[config.mk]
export PLATFORM = sky130hd
export DESIGN_NAME = ocl_limiter
export DESIGN_NICKNAME = d
export VERILOG_FILES = /design/src/rtl/ocl_pkg.sv /design/src/rtl/ocl_cfg_decode.sv /design/src/rtl/ocl_reset_edge.sv /design/src/rtl/ocl_flip_ctrl.sv /design/src/rtl/ocl_ovld_counter.sv /design/src/rtl/ocl_limiter.sv
export SDC_FILE = /design/constraint.sdc
export NUM_CORES = 1
export LEC_CHECK = 0
export ABC_AREA = 1
export BUFFER_PORTS_ARGS = -buffer_cell sky130_fd_sc_hd__buf_2
export CORE_ASPECT_RATIO = 0.75
export CORE_MARGIN = 2
export CORE_UTILIZATION = 35
export CTS_CLUSTER_SIZE = 10
export DETAILED_ROUTE_END_ITERATION = 10
export GPL_TIMING_DRIVEN = 0
export PLACE_DENSITY = 0.53
export SYNTH_ARGS = -nofsm -noshare
export SYNTH_HDL_FRONTEND = slang
export SYNTH_SLANG_ARGS = --single-unit
export TNS_END_PERCENT = 1
[constraint.sdc]
create_clock -name clk -period 2.35 [get_ports clk]
set_input_delay 0.1175 -clock clk [delete_from_list [all_inputs] [get_ports clk]]
set_output_delay 0.1175 -clock clk [all_outputs]
set_load 0.02 [all_outputs]
[src/rtl/ocl_pkg.sv]
package ocl_pkg;

    localparam int CODE_W = 4;
    localparam int THR_W  = 2;

    localparam logic [1:0] MODE_FLD_LIMIT = 2'b01;
    localparam logic [1:0] MODE_FLD_LATCH = 2'b10;
    localparam logic [THR_W-1:0] THR_MIN  = '1;

    typedef enum logic {
        OCM_LIMIT = 1'b0,
        OCM_LATCH = 1'b1
    } ocm_e;

    typedef struct packed {
        ocm_e             mode;
        logic [THR_W-1:0] thr;
    } cfg_dec_t;

    typedef struct packed {
        logic forced;
        logic lvl;
    } flip_st_t;

    function automatic cfg_dec_t decode_cfg(input logic [CODE_W-1:0] code);
        cfg_dec_t r;
        unique case (code[CODE_W-1 -: 2])
            MODE_FLD_LIMIT: begin r.mode = OCM_LIMIT; r.thr = code[THR_W-1:0]; end
            MODE_FLD_LATCH: begin r.mode = OCM_LATCH; r.thr = code[THR_W-1:0]; end
            default:        begin r.mode = OCM_LIMIT; r.thr = THR_MIN;          end
        endcase
        return r;
    endfunction

endpackage

[src/rtl/ocl_cfg_decode.sv]
module ocl_cfg_decode
    import ocl_pkg::*;
(
    input  logic [CODE_W-1:0] cfg_code,
    output ocm_e              mode,
    output logic [THR_W-1:0]  thr_sel
);
    cfg_dec_t dec;

    always_comb begin
        dec     = decode_cfg(cfg_code);
        mode    = dec.mode;
        thr_sel = dec.thr;
    end

endmodule

[src/rtl/ocl_reset_edge.sv]
module ocl_reset_edge (
    input  logic clk,
    input  logic rst_n,
    input  logic pin_n,
    output logic rise
);
    logic pin_d, pin_q;

    always_comb begin
        pin_d = pin_n;
        rise  = pin_n & ~pin_q;
    end

    always_ff @(posedge clk or negedge rst_n) begin
        if (!rst_n) pin_q <= 1'b1;
        else        pin_q <= pin_d;
    end

endmodule

[src/rtl/ocl_flip_ctrl.sv]
module ocl_flip_ctrl
    import ocl_pkg::*;
(
    input  logic clk,
    input  logic rst_n,
    input  logic frame_start,
    input  logic oc_act,
    input  logic clear,
    input  logic pwm_want,
    output logic pwm_cur,
    output logic forced
);
    flip_st_t st_d, st_q;

    always_comb begin
        pwm_cur = st_q.forced ? st_q.lvl : pwm_want;
        forced  = st_q.forced;
        st_d    = st_q;
        if (clear) begin
            st_d = '0;
        end else if (frame_start) begin
            // a new frame releases the forced level; an event here opens a new one
            st_d.forced = oc_act;
            st_d.lvl    = oc_act ? ~pwm_cur : 1'b0;
        end else if (oc_act && !st_q.forced) begin
            st_d.forced = 1'b1;
            st_d.lvl    = ~pwm_cur;
        end
    end

    always_ff @(posedge clk or negedge rst_n) begin
        if (!rst_n) st_q <= '0;
        else        st_q <= st_d;
    end

    AST_FLIP_INVERTS: assert property (@(posedge clk) disable iff (!rst_n)
        (!st_q.forced && oc_act && !clear) |=> (st_q.forced && st_q.lvl != $past(pwm_cur)));

    AST_FLIP_HOLD: assert property (@(posedge clk) disable iff (!rst_n)
        (st_q.forced && !frame_start && !clear) |=> (st_q.forced && $stable(st_q.lvl)));

endmodule

[src/rtl/ocl_ovld_counter.sv]
module ocl_ovld_counter #(
    parameter int CNT_MAX = 8
) (
    input  logic clk,
    input  logic rst_n,
    input  logic frame_start,
    input  logic oc_act,
    input  logic clear,
    output logic ovf
);
    localparam int CNT_W = $clog2(CNT_MAX + 1);
    localparam logic [CNT_W-1:0] TOP = CNT_W'(CNT_MAX);

    typedef struct packed {
        logic [CNT_W-1:0] cnt;
        logic             seen;
    } ctr_st_t;

    ctr_st_t st_d, st_q;

    always_comb begin
        st_d = st_q;
        ovf  = 1'b0;
        if (clear) begin
            st_d = '0;
        end else if (frame_start) begin
            if (st_q.seen) begin
                if (st_q.cnt < TOP) st_d.cnt = st_q.cnt + 1'b1;
                ovf = (st_q.cnt == TOP - 1'b1);
            end else if (st_q.cnt != '0) begin
                st_d.cnt = st_q.cnt - 1'b1;
            end
            st_d.seen = oc_act;
        end else begin
            st_d.seen = st_q.seen | oc_act;
        end
    end

    always_ff @(posedge clk or negedge rst_n) begin
        if (!rst_n) st_q <= '0;
        else        st_q <= st_d;
    end

    AST_CNT_BOUND: assert property (@(posedge clk) disable iff (!rst_n)
        st_q.cnt <= TOP);

    AST_CNT_UP: assert property (@(posedge clk) disable iff (!rst_n)
        (frame_start && !clear && st_q.seen && st_q.cnt < TOP)
        |=> (st_q.cnt == $past(st_q.cnt) + 1'b1));

    AST_CNT_FLOOR: assert property (@(posedge clk) disable iff (!rst_n)
        (frame_start && !clear && !st_q.seen && st_q.cnt == '0) |=> (st_q.cnt == '0));

endmodule

[src/rtl/ocl_limiter.sv]
module ocl_limiter
    import ocl_pkg::*;
#(
    parameter int CNT_MAX = 8
) (
    input  logic              clk,
    input  logic              rst_n,
    input  logic              reset_pin_n,
    input  logic [CODE_W-1:0] cfg_code,
    input  logic              frame_start,
    input  logic              oc_pulse,
    input  logic              pwm_want,
    output logic              pwm_out,
    output logic              bridge_hiz,
    output logic              ovld_shutdown,
    output logic              limit_active,
    output logic [THR_W-1:0]  thr_sel
);
    ocm_e mode;
    logic rise, ovf, pwm_cur, forced;
    logic oc_lim, oc_latch, trip_set, flip_clear;
    logic trip_d, trip_q;

    ocl_cfg_decode u_dec (
        .cfg_code (cfg_code),
        .mode     (mode),
        .thr_sel  (thr_sel)
    );

    ocl_reset_edge u_edge (
        .clk   (clk),
        .rst_n (rst_n),
        .pin_n (reset_pin_n),
        .rise  (rise)
    );

    always_comb begin
        oc_lim   = oc_pulse && mode == OCM_LIMIT && !trip_q && !rise;
        oc_latch = oc_pulse && mode == OCM_LATCH && !trip_q && !rise;
    end

    ocl_ovld_counter #(.CNT_MAX(CNT_MAX)) u_ctr (
        .clk         (clk),
        .rst_n       (rst_n),
        .frame_start (frame_start),
        .oc_act      (oc_lim),
        .clear       (rise),
        .ovf         (ovf)
    );

    always_comb begin
        trip_set   = ovf | oc_latch;
        flip_clear = rise | trip_set | trip_q;
        if (rise) trip_d = 1'b0;
        else      trip_d = trip_q | trip_set;
    end

    ocl_flip_ctrl u_flip (
        .clk         (clk),
        .rst_n       (rst_n),
        .frame_start (frame_start),
        .oc_act      (oc_lim),
        .clear       (flip_clear),
        .pwm_want    (pwm_want),
        .pwm_cur     (pwm_cur),
        .forced      (forced)
    );

    always_ff @(posedge clk or negedge rst_n) begin
        if (!rst_n) trip_q <= 1'b0;
        else        trip_q <= trip_d;
    end

    always_comb begin
        bridge_hiz    = trip_q;
        ovld_shutdown = trip_q;
        pwm_out       = trip_q ? 1'b0 : pwm_cur;
        limit_active  = forced & ~trip_q;
    end

    AST_LATCH_FIRST: assert property (@(posedge clk) disable iff (!rst_n)
        (oc_pulse && mode == OCM_LATCH && !rise) |=> bridge_hiz);

    AST_TRIP_STICKY: assert property (@(posedge clk) disable iff (!rst_n)
        (bridge_hiz && !rise) |=> bridge_hiz);

    AST_RISE_CLEARS: assert property (@(posedge clk) disable iff (!rst_n)
        rise |=> !bridge_hiz);

    AST_HIZ_QUIET: assert property (@(posedge clk) disable iff (!rst_n)
        ovf |=> (bridge_hiz && !pwm_out && !limit_active));

endmodule

==> results.yml, run 1 <==
status:
  run_status: "complete, no violations"
floorplan:
  fp.coreArea_mm2: 0.001979
  die_area_mm2: 0.002442
  die_h_um: 43.30
  placement_rows: 14
  die_width_um: 56.40
  num_io_pins: 16
  initial_utilization_pct: 36.41
logic_synthesis:
  yosys-top-cells-area: "sky130_fd_sc_hd__dfrtp_1, sky130_fd_sc_hd__nand2_1, sky130_fd_sc_hd__inv_1"
  yosysWarningCount: 0
  netlist.area_leader.share_pct: 27.78
  adder_cell_share_of_the_synthesized_area_pct: 9.722
  async_reset_ff_share_pct: 100.0
  synth.area.mux_share_pct: 0
  synth.cells.most_frequent: "sky130_fd_sc_hd__nand2_1, sky130_fd_sc_hd__inv_1, sky130_fd_sc_hd__nor2_1"
  synthCells: 97
  synthSimpleGateAreaFrac_pct: 35.42
  synth_enable_flop_cells: 0
  synth.most_common_cell: "sky130_fd_sc_hd__nand2_1"
  flip_flop_and_latch_count_after_synthesis: 9
  post-synth-top-area-cell: "sky130_fd_sc_hd__dfrtp_1"
  synth_area_per_cell_um2: 7.430
  yosys.cell_types.count: 25
  synthesis.area_um2: 720.7
  main_combinational_cell_family_by_area_after_synthesis: "simple AND/OR/NAND/NOR gates"
  synth_ff_type: "sky130_fd_sc_hd__dfrtp_1"
  synthesis.nets: 112
  share_of_the_synthesized_area_in_compound_gates_ao_oa_aoi_oai_pct: 11.81
  yosysSeqAreaShare_pct: 31.42
  synthXorXnorAreaFrac_pct: 1.215
route:
  detailroute.wirelength.met2_um: 613
  met3_length_um: 61
  detail_route.wl_per_cell_um: 10.23
  detail_route.wirelength.met1_um: 760
  num_vias: 664
  drc: 0
  antenna_violating_nets_post_route: 0
  postRouteWirelength_mm: 1.452
  detailedRoute.firstIterationViolations: 16
  top_layer_used: "met4"
  firstDrtPassIters: 3
  detail_route.vias_per_cell: 4.676
clock_tree:
  clockBufferDepth: 2
  cts_root_buffer: "sky130_fd_sc_hd__clkbuf_4"
  post_cts.resized_instances: 0
  htreeDepth: 1
  clk_pin_slew_ps: 60
  post_cts_buffers: 0
  cts_buffers: 3
  cts.sink_count: 9
  cts_tree: "built"
  clock_latency_ps: 260
  ctsHoldBuffers: 2
placed_design:
  hpwl_mm: 1.214
  port_buffers: 15
  routabilityCongestion: 0.7777
power:
  total_switching_power_uw: 329.2
  leakage_uw: 0.0004724
  sequentialPowerShare_pct: 33.6
  power.clock.fraction_pct: 15.7
  p_sw_share_pct: 44.21
  power_per_cell_area_mw_per_mm2: 853.9
  cellInternalPower_uw: 415.5
  maximum_vdd_drop_v: 0.0005273
  pwr-share-comb_pct: 50.7
  totalPowerFinal_uw: 744.7
hold_path:
  holdCritStartpoint: "oc_pulse"
  min-delay-path-class: "in -> reg"
setup_path:
  setup.worst_path.start: "u_ctr.st_q[0]"
  crit_required_ps: 2530
  worstPathCellList: "inv_2 -> ha_1 -> nand3_1 -> nand3_1 -> nand2_1 -> nand2_1 -> o21ai_2"
  critical_path_arrival_ps: 1610
  critical_path.reg2reg.startpoint: "u_ctr.st_q[0]"
  critical_path.max_fanout: 5
  crit_path_max_incr_delay_ps: 450
  timing_worst_setup_path_type: "reg -> reg"
  cp-start-kind: "flop"
  endpoint_kind: "flop"
  crit_slowest_cell: "sky130_fd_sc_hd__dfrtp_1"
sta:
  totalNegativeSetupSlack_ps: 0
  fin_crit_ps: 1424
  fmax_mhz: 702.2
  period_share_pct: 60.60
  report.final.hold_viol_count: 0
  slew-limit-headroom_pct: 84.60
  max_slew.worst_pin.slew_ps: 228.6
  final-max-slew-violation-count: 0
  setup_viol: 0
  setup_repair_after_global_routing_missed_its_margin: "false"
  clock_skew_ps: 5.939
layout:
  nNetsFinal: 134
  synthToLayoutAreaGrowth_pct: 21.01
  multi_input_comb_area_um2: 419.2
  layout-drive-gt1-share_pct: 29.66
  n_fill_cell: 221
  seqCellArea_um2: 226.5
  antenna-diode-count: 0
run:
  drv.max_cap_violation_count: 0
grt:
  globalRouteOverflowTotal: 0
  antenna_found_initial: 0
  grt_pass1_wl_mm: 2.532
  grt_pass1_vias: 602
  global_routing_usage_summed_across_all_routing_layers_pct: 13.63
  grt_max_degree: 11
## registers in the layout (all words and copies together), names as in the netlist
| register | count |
|---|---|
| u_ctr.st_q | 5 |
| u_flip.forced | 1 |
| bridge_hiz | 1 |
| u_flip.st_q | 1 |
| u_edge.pin_q | 1 |
## worst max-delay path: cells and delay by family, from the launching register on
family          cells  cell delay, ps
fa+ha+maj           1             360
compound gates      1             120
flops               1             450
buf+inv             1              90
simple gates        4             330
## placed cells by master (no fill, tap or decap), drive strengths merged
cell type	instances
inv	18
dfstp	1
nor2	12
buf	16
dlygate4sd3	2
a21oi	1
ha	4
o22ai	1
nand4	3
o21ai	9
xor2	1
dfrtp	8
clkbuf	4
nand2	25
fa	1
nand3b	1
nor3	1
a31oi	1
nand3	9
## layout make-up
class,instances,share of cell area (%)
Buffer,1,0.8608
Multi-Input combinational cell,69,48.06
Tap cell,24,3.443
Inverter,18,7.747
Sequential cell,9,25.97
Timing Repair Buffer,17,10.90
Clock buffer,4,3.013
## worst paths after layout
check | to | cells past startpoint | slack, ps
max | u_ctr.st_q[4] | 7 | 930
max in group asynchronous | u_edge.pin_q | 2 | 1870
min reg2reg | u_flip.st_q[0] | 2 | 530
max reg2reg | u_ctr.st_q[4] | 7 | 930
min in group asynchronous | u_ctr.st_q[1] | 2 | 240
min | bridge_hiz | 3 | 200
## kinds of logic after synthesis
kind of cell	count (synthesis)
and+or+nand+nor	51
buffers and inverters	19
AOI/OAI and AO/OA	12
DFF	9
adders and majority gates	5
xor gates and xnor gates	1
## per-stage QoR
| step | util [%] | setup WS, ps | instance area (um^2) | std cells | hold WS, ps |
|---|---|---|---|---|---|
| floorplan | - | 1073 | 720.7 | 97 | -178.1 |
| global placement | 41.72 | 980.6 | 825.8 | 136 | -15.66 |
| detailed placement | 41.72 | 924.5 | 825.8 | 136 | -15.92 |
| CTS | 44.06 | 908.4 | 872.1 | 142 | 184.8 |
| global route | 44.06 | 831.9 | 872.1 | 142 | 222.3 |
| finish | 44.06 | 925.9 | 872.1 | 142 | 199.2 |
## power groups by stage
| stage | Combinational [uW] | Clock (uW) | Sequential [uW] |
|---|---|---|---|
| 2_1_floorplan | 301 | 0 | 241 |
| 6_report | 377 | 117 | 250 |
| 3_5_place_dp | 377 | 0 | 253 |
| 4_1_cts | 384 | 125 | 250 |
| 3_3_place_gp | 365 | 0 | 254 |
| 5_1_grt | 435 | 128 | 258 |
## routing by layer
metal | track usage [%] | vias to the layer above
met4 | 2.857 | 0
li1 | - | 353
met2 | 19.29 | 13
met1 | 19.59 | 296
met3 | 5.488 | 2
met5 | 0 | -
Power figures use the tool's default switching activity.
==> inputs of run 2 (changes only) <==
--- a/config.mk
+++ b/config.mk
@@ -5,7 +5,7 @@
 export SDC_FILE = /design/constraint.sdc
 export NUM_CORES = 1
 export LEC_CHECK = 0
-export ABC_AREA = 1
+export ABC_AREA = 0
 export BUFFER_PORTS_ARGS = -buffer_cell sky130_fd_sc_hd__buf_2
 export CORE_ASPECT_RATIO = 0.75
 export CORE_MARGIN = 2
==> constraint.sdc (replaced) <==
create_clock -name clk -period 1.42 [get_ports clk]
set_input_delay 0.071 -clock clk [delete_from_list [all_inputs] [get_ports clk]]
set_output_delay 0.071 -clock clk [all_outputs]
set_load 0.02 [all_outputs]
==> run 2 against run 1 <==
Effect of this change:
- the flow now finishes with violations (setup timing)
- sequential share of layout area rose by 0.21 points
- flip-flop and latch count did not move
- worst setup slack got worse by 1100 ps
- hold slack got worse by 29 ps
- final cell count fell by 16%
- non-clock buffer count rose by 5
- final area rose by 0.29%
==> results.yml, run 2 <==
hold_path:
  min-delay-path-class: "in -> reg"
  worstHoldPathCells: 3
  timing.hold.worst_endpoint: "u_flip.forced"
  holdCritStartpoint: "reset_pin_n"
logic_synthesis:
  post-synth-top-area-cell: "sky130_fd_sc_hd__dfrtp_1"
  synth.area.mux_share_pct: 1.538
  async_reset_ff_share_pct: 100.0
  yosys.cell_types.count: 33
  yosysSeqAreaShare_pct: 34.81
  netlist.area_leader.share_pct: 30.77
  yosys-top-cells-area: "sky130_fd_sc_hd__dfrtp_1, sky130_fd_sc_hd__ha_1, sky130_fd_sc_hd__dfstp_2"
  synth_ff_type: "sky130_fd_sc_hd__dfrtp_1"
  share_of_the_synthesized_area_in_compound_gates_ao_oa_aoi_oai_pct: 19.81
  adder_cell_share_of_the_synthesized_area_pct: 10.77
  main_combinational_cell_family_by_area_after_synthesis: "simple AND/OR/NAND/NOR gates"
  synth_enable_flop_cells: 0
  synthSimpleGateAreaFrac_pct: 23.46
  flip_flop_and_latch_count_after_synthesis: 9
  synthXorXnorAreaFrac_pct: 1.346
  synthesis.nets: 89
  synth.most_common_cell: "sky130_fd_sc_hd__dfrtp_1"
  yosysWarningCount: 0
  synth.cells.most_frequent: "sky130_fd_sc_hd__dfrtp_1, sky130_fd_sc_hd__inv_1, sky130_fd_sc_hd__nor2_1"
  synthCells: 74
  synthesis.area_um2: 650.6
  synth_area_per_cell_um2: 8.792
route:
  num_vias: 588
  antenna_violating_nets_post_route: 0
  drc: 0
  detail_route.wl_per_cell_um: 12.13
  detailedRoute.firstIterationViolations: 6
  firstDrtPassIters: 2
  detail_route.vias_per_cell: 4.941
  postRouteWirelength_mm: 1.444
power:
  leakage_uw: 0.0004281
  maximum_vdd_drop_v: 0.0007014
  totalPowerFinal_uw: 1244
  power_per_cell_area_mw_per_mm2: 1422
clock_tree:
  clk_pin_slew_ps: 60
  cts_root_buffer: "sky130_fd_sc_hd__clkbuf_4"
  clock_latency_ps: 260
  cts_tree: "built"
  clockBufferDepth: 2
  cts_buffers: 3
  htreeDepth: 1
  cts.sink_count: 9
layout:
  antenna-diode-count: 0
  final_design_area_no_fill_um2: 874.6
  mostFrequentLayoutCells: "sky130_fd_sc_hd__buf_2, sky130_fd_sc_hd__nor2_1"
  synthToLayoutAreaGrowth_pct: 34.42
  layout-drive-gt1-share_pct: 40.21
  regMostFlops: "u_ctr.st_q"
  largest_register_ff_count: 5
  n_fill_cell: 171
  nNetsFinal: 113
  final_instance_count_without_filler_cells: 119
  layout_commonest_cell: "sky130_fd_sc_hd__buf_2"
sta:
  clock_skew_ps: 1.882
  hold_slack_ps: 170.4
  slew-limit-headroom_pct: 75.63
  layout_setup_ws_ps: -151.9
  setup_viol: 3
  max_slew.worst_pin.slew_ps: 356.4
  setup_repair_after_global_routing_missed_its_margin: "true"
  fin_crit_ps: 1572
  period_share_pct: 110.7
  final-max-slew-violation-count: 0
  fmax_mhz: 636.2
  report.final.hold_viol_count: 0
placed_design:
  preCtsSetupSlack_ps: -256.2
  numPlacedInstances: 110
  routabilityCongestion: 0.7384
  hpwl_mm: 1.130
  placedInstanceArea_um2: 773.2
  port_buffers: 14
setup_path:
  critical_path_arrival_ps: 1760
  cp-start-kind: "flop"
  critical_path.max_fanout: 3
  endpoint_kind: "flop"
  worstPathCellList: "buf_6 -> inv_4 -> ha_4 -> a21oi_2 -> nand2_1 -> or4_1 -> a31oi_1"
  ff2ff_path_depth: 7
  timing_worst_setup_path_type: "reg -> reg"
  critical_path.reg2reg.startpoint: "u_ctr.st_q[0]"
  crit_required_ps: 1600
  crit_path_max_incr_delay_ps: 390
  r2r-end: "u_ctr.st_q[4]"
  crit_slowest_cell: "sky130_fd_sc_hd__dfrtp_1"
  reg_to_reg_slack_setup_ps: -150
grt:
  global_routing_usage_summed_across_all_routing_layers_pct: 15.50
  grt_pass1_vias: 506
  grt_pass1_wl_mm: 2.270
  grt_max_degree: 10
  globalRouteOverflowTotal: 0
  antenna_found_initial: 0
floorplan:
  initial_utilization_pct: 37.38
  die_h_um: 41.34
  fp.coreArea_mm2: 0.001740
  placement_rows: 13
  num_io_pins: 16
  die_area_mm2: 0.002223
  die_width_um: 53.79
status:
  failed_checks: "setup timing"
  run_status: "finished with violations"
run:
  drv.max_cap_violation_count: 0
-- run 2: cell count changes after synthesis, sizes merged, moves of 3 or more --
| cell | delta |
|---|---|
| inv | -11 |
| nand3 | -8 |
| nand2b | +3 |
| a21oi | +3 |
| buf | +3 |
| nor2 | -5 |
| nand2 | -19 |
| a21o | +3 |
| o21ai | -5 |
-- run 2: cell type report --
cell class	instances	area [um^2]	share of cell area (%)
clock inverter	1	5.005	0.5722
clock buffer	3	22.52	2.575
timing repair buffer	19	112.6	12.88
tap	22	27.53	3.147
multi-input combinational	54	415.4	47.50
buffer	4	33.78	3.863
inverter	7	28.78	3.290
sequential	9	229.0	26.18
-- run 2: worst max-delay path: cells and delay by family, from the launching register on --
family,cells,cell delay [ps]
buffers and inverters,2,190
DFF,1,390
and+or+nand+nor,2,460
adders and majority gates,1,210
AOI/OAI and AO/OA,2,240
-- run 2: cells by family (layout without fill, tap and decap cells) --
family,Yosys count,count (layout)
simple gates,28,28
compound gates,19,19
buf+inv,11,34
flops,9,9
fa+ha+maj,5,5
xor+xnor,1,1
mux,1,1
-- run 2: worst max path at each step --
stage,from,end,slack (ps),cells past startpoint
floorplan,u_ctr.st_q[0],u_ctr.st_q[4],-150,7
global placement,u_ctr.st_q[0],u_ctr.st_q[4],-230,7
detailed placement,u_ctr.st_q[0],u_ctr.st_q[4],-260,7
CTS,u_ctr.st_q[0],u_ctr.st_q[4],-200,7
global route,u_ctr.st_q[0],u_ctr.st_q[4],-250,7
finish,u_ctr.st_q[0],u_ctr.st_q[4],-150,7
-- run 2: power by group --
part | internal, uW | switching [uW] | leakage [uW]
combinational | 347 | 280 | 0.000299
clock | 104 | 94.5 | 0.0000177
sequential | 322 | 96.7 | 0.000111
-- run 2: per-stage QoR --
step	utilization, %	setup TNS (ps)
2_1_floorplan	-	-148.6
3_3_place_gp	44.43	-388.2
3_5_place_dp	44.43	-479.2
4_1_cts	48.81	-346.3
5_1_grt	50.25	-541.3
6_report	50.25	-285.3
-- run 2: metal layers --
layer | global-route usage, % | vias up | share of wire (%)
met5 | 0 | - | 0
met4 | 3.846 | 0 | 0
met3 | 7.500 | 0 | 4.3
met2 | 21.65 | 7 | 44
met1 | 21.18 | 279 | 52
li1 | - | 302 | -
-- run 2: repair_timing --
item | 4_1_cts | 5_1_grt
setup buffers | 3 | 0
pin swaps | 3 | 3
endpoints found under the setup margin | 4 | 5
hold buffers | 2 | 0
gates resized for setup | 2 | 5
endpoints found under the hold margin | 10 | 0
==> inputs of run 3 (changes only) <==
--- a/config.mk
+++ b/config.mk
@@ -7,13 +7,12 @@
 export LEC_CHECK = 0
 export ABC_AREA = 0
 export BUFFER_PORTS_ARGS = -buffer_cell sky130_fd_sc_hd__buf_2
-export CORE_ASPECT_RATIO = 0.75
 export CORE_MARGIN = 2
-export CORE_UTILIZATION = 35
+export CORE_UTILIZATION = 50
 export CTS_CLUSTER_SIZE = 10
 export DETAILED_ROUTE_END_ITERATION = 10
 export GPL_TIMING_DRIVEN = 0
-export PLACE_DENSITY = 0.53
+export PLACE_DENSITY = 0.73
 export SYNTH_ARGS = -nofsm -noshare
 export SYNTH_HDL_FRONTEND = slang
 export SYNTH_SLANG_ARGS = --single-unit
==> run 3 against run 2 <==
Effect of this change:
- the flow still finishes with violations (setup timing)
- critical endpoint unchanged
- highest routed layer is now met4
- largest power group unchanged
- first-iteration DRC count up 50%
- die area down 28%
- final area grew 3.6%
- critical path type unchanged
==> results.yml, run 3 (synthesis results as in run 2) <==
layout:
  antenna-diode-count: 0
  n_fill_cell: 74
  largest_register_ff_count: 5
  final_design_area_no_fill_um2: 905.9
  synthToLayoutAreaGrowth_pct: 39.23
  layout-drive-gt1-share_pct: 42.42
  mostFrequentLayoutCells: "sky130_fd_sc_hd__buf_2, sky130_fd_sc_hd__buf_4, sky130_fd_sc_hd__nor2_1"
  post-route-util_pct: 78.35
  layout_commonest_cell: "sky130_fd_sc_hd__buf_2"
  regMostFlops: "u_ctr.st_q"
  nNetsFinal: 115
power:
  p_sw_share_pct: 38.75
  cellInternalPower_uw: 839.7
  pwr-share-comb_pct: 54.7
  totalPowerFinal_uw: 1371
  leakage_uw: 0.0004361
  power.clock.fraction_pct: 14.9
  maximum_vdd_drop_v: 0.001139
  total_switching_power_uw: 531.3
  sequentialPowerShare_pct: 30.4
  power_per_cell_area_mw_per_mm2: 1513
setup_path:
  timing_worst_setup_path_type: "reg -> reg"
  crit_slowest_cell: "sky130_fd_sc_hd__or4_1"
  crit_required_ps: 1610
  worstPathCellList: "buf_6 -> inv_4 -> ha_4 -> a21oi_2 -> nand2_1 -> or4_1 -> a31oi_1"
  cp-start-kind: "flop"
  cpLargestDelayFamily: "simple AND/OR/NAND/NOR gates"
  critical_path.max_fanout: 3
  critical_path.reg2reg.startpoint: "u_ctr.st_q[0]"
  path_buf_inv: 2
  r2r-end: "u_ctr.st_q[4]"
  crit_cells: 7
  reg_to_reg_slack_setup_ps: -190
  ff2ff_path_depth: 7
  critical_path_arrival_ps: 1810
  crit_path_max_incr_delay_ps: 420
  endpoint_kind: "flop"
route:
  num_vias: 628
  antenna_violating_nets_post_route: 0
  top_layer_used: "met4"
  detailedRoute.firstIterationViolations: 9
  firstDrtPassIters: 4
  postRouteWirelength_mm: 1.482
  detail_route.wirelength.met1_um: 659
  drc: 0
  detail_route.vias_per_cell: 5.558
  met3_length_um: 136
  detailroute.wirelength.met2_um: 675
  detail_route.wl_per_cell_um: 13.12
sta:
  report.final.hold_viol_count: 0
  hold_slack_ps: 132.8
  clock_skew_ps: 3.662
  slew-limit-headroom_pct: 73.16
  max_slew.worst_pin.slew_ps: 392.5
  layout_setup_ws_ps: -194.7
  setup_repair_after_global_routing_missed_its_margin: "true"
  final-max-slew-violation-count: 0
  fmax_mhz: 619.3
  fin_crit_ps: 1615
  setup_viol: 3
  period_share_pct: 113.7
placed_design:
  port_buffers: 14
  placedInstanceArea_um2: 763.2
  routabilityCongestion: 0.8068
  hpwl_um: 988.4
clock_tree:
  cts_buffers: 3
  cts_root_buffer: "sky130_fd_sc_hd__clkbuf_4"
  clockBufferDepth: 2
  cts.sink_count: 9
  clock_latency_ps: 270
  htreeDepth: 1
  clk_pin_slew_ps: 60
  cts_tree: "built"
floorplan:
  die_h_um: 40.07
  placement_rows: 12
  initial_utilization_pct: 56.28
  die_width_um: 40.07
  die_area_mm2: 0.001606
  fp.coreArea_mm2: 0.001156
  num_io_pins: 16
hold_path:
  holdCritStartpoint: "reset_pin_n"
  timing.hold.worst_endpoint: "u_flip.forced"
  worstHoldPathCells: 3
  min-delay-path-class: "in -> reg"
grt:
  globalRouteOverflowTotal: 0
  antenna_found_initial: 0
  grt_pass1_vias: 571
  grt_max_degree: 10
  global_routing_usage_summed_across_all_routing_layers_pct: 22.43
  grt_pass1_wl_mm: 2.311
status:
  failed_checks: "setup timing"
  run_status: "finished with violations"
run:
  drv.max_cap_violation_count: 0
==> run 3: per-stage QoR <==
step,std cells,worst slack [ps],setup TNS (ps)
floorplan,74,-148.6,-148.6
global placement,102,-223.5,-369.3
detailed placement,102,-232.8,-438.7
CTS,112,-153.9,-289.0
global route,113,-322.9,-554.7
finish,113,-194.7,-302.7
==> run 3: repair_timing <==
action / in CTS / in global routing
hold endpoints to repair: 10 / 0
setup endpoints to repair: 4 / 4
resized for setup: 2 / 9
buffers inserted: 4 / 1
pin swaps: 4 / 6
hold buffers: 2 / 0
==> run 3: worst max-delay path by stage <==
stage               endpoint  slack, ps           from
2_1_floorplan  u_ctr.st_q[4]       -150  u_ctr.st_q[0]
3_3_place_gp   u_ctr.st_q[4]       -220  u_ctr.st_q[0]
3_5_place_dp   u_ctr.st_q[4]       -230  u_ctr.st_q[0]
4_1_cts        u_ctr.st_q[4]       -150  u_ctr.st_q[0]
5_1_grt        u_ctr.st_q[4]       -320  u_ctr.st_q[0]
6_report       u_ctr.st_q[4]       -190  u_ctr.st_q[0]
==> run 3: cell type report <==
class | count | area (um^2) | area share (%)
plain buffers | 4 | 33.78 | 3.729
repair buffers | 21 | 127.6 | 14.09
flip-flops and latches | 9 | 229.0 | 25.28
well taps | 14 | 17.52 | 1.934
multi-input cells | 54 | 442.9 | 48.90
clock buffers | 4 | 26.28 | 2.901
inverters | 7 | 28.78 | 3.177
==> run 3: power groups by stage <==
stage / Combinational (uW) / Sequential [uW] / Clock [uW]
6_report: 750 / 416 / 205
5_1_grt: 827 / 431 / 222
4_1_cts: 597 / 408 / 206
3_5_place_dp: 524 / 409 / 0
3_3_place_gp: 514 / 411 / 0
2_1_floorplan: 427 / 391 / 0
==> run 3: worst min-delay path: stages <==
cell	delay, ps
sky130_fd_sc_hd__buf_2	90
sky130_fd_sc_hd__nand2b_1	60
sky130_fd_sc_hd__and3_1	140
==> run 3: metal layers <==
metal / track usage [%] / vias up
li1: - / 302
met1: 27.78 / 294
met2: 35.48 / 29
met3: 10.00 / 3
met4: 5.172 / 0
met5: 0 / -
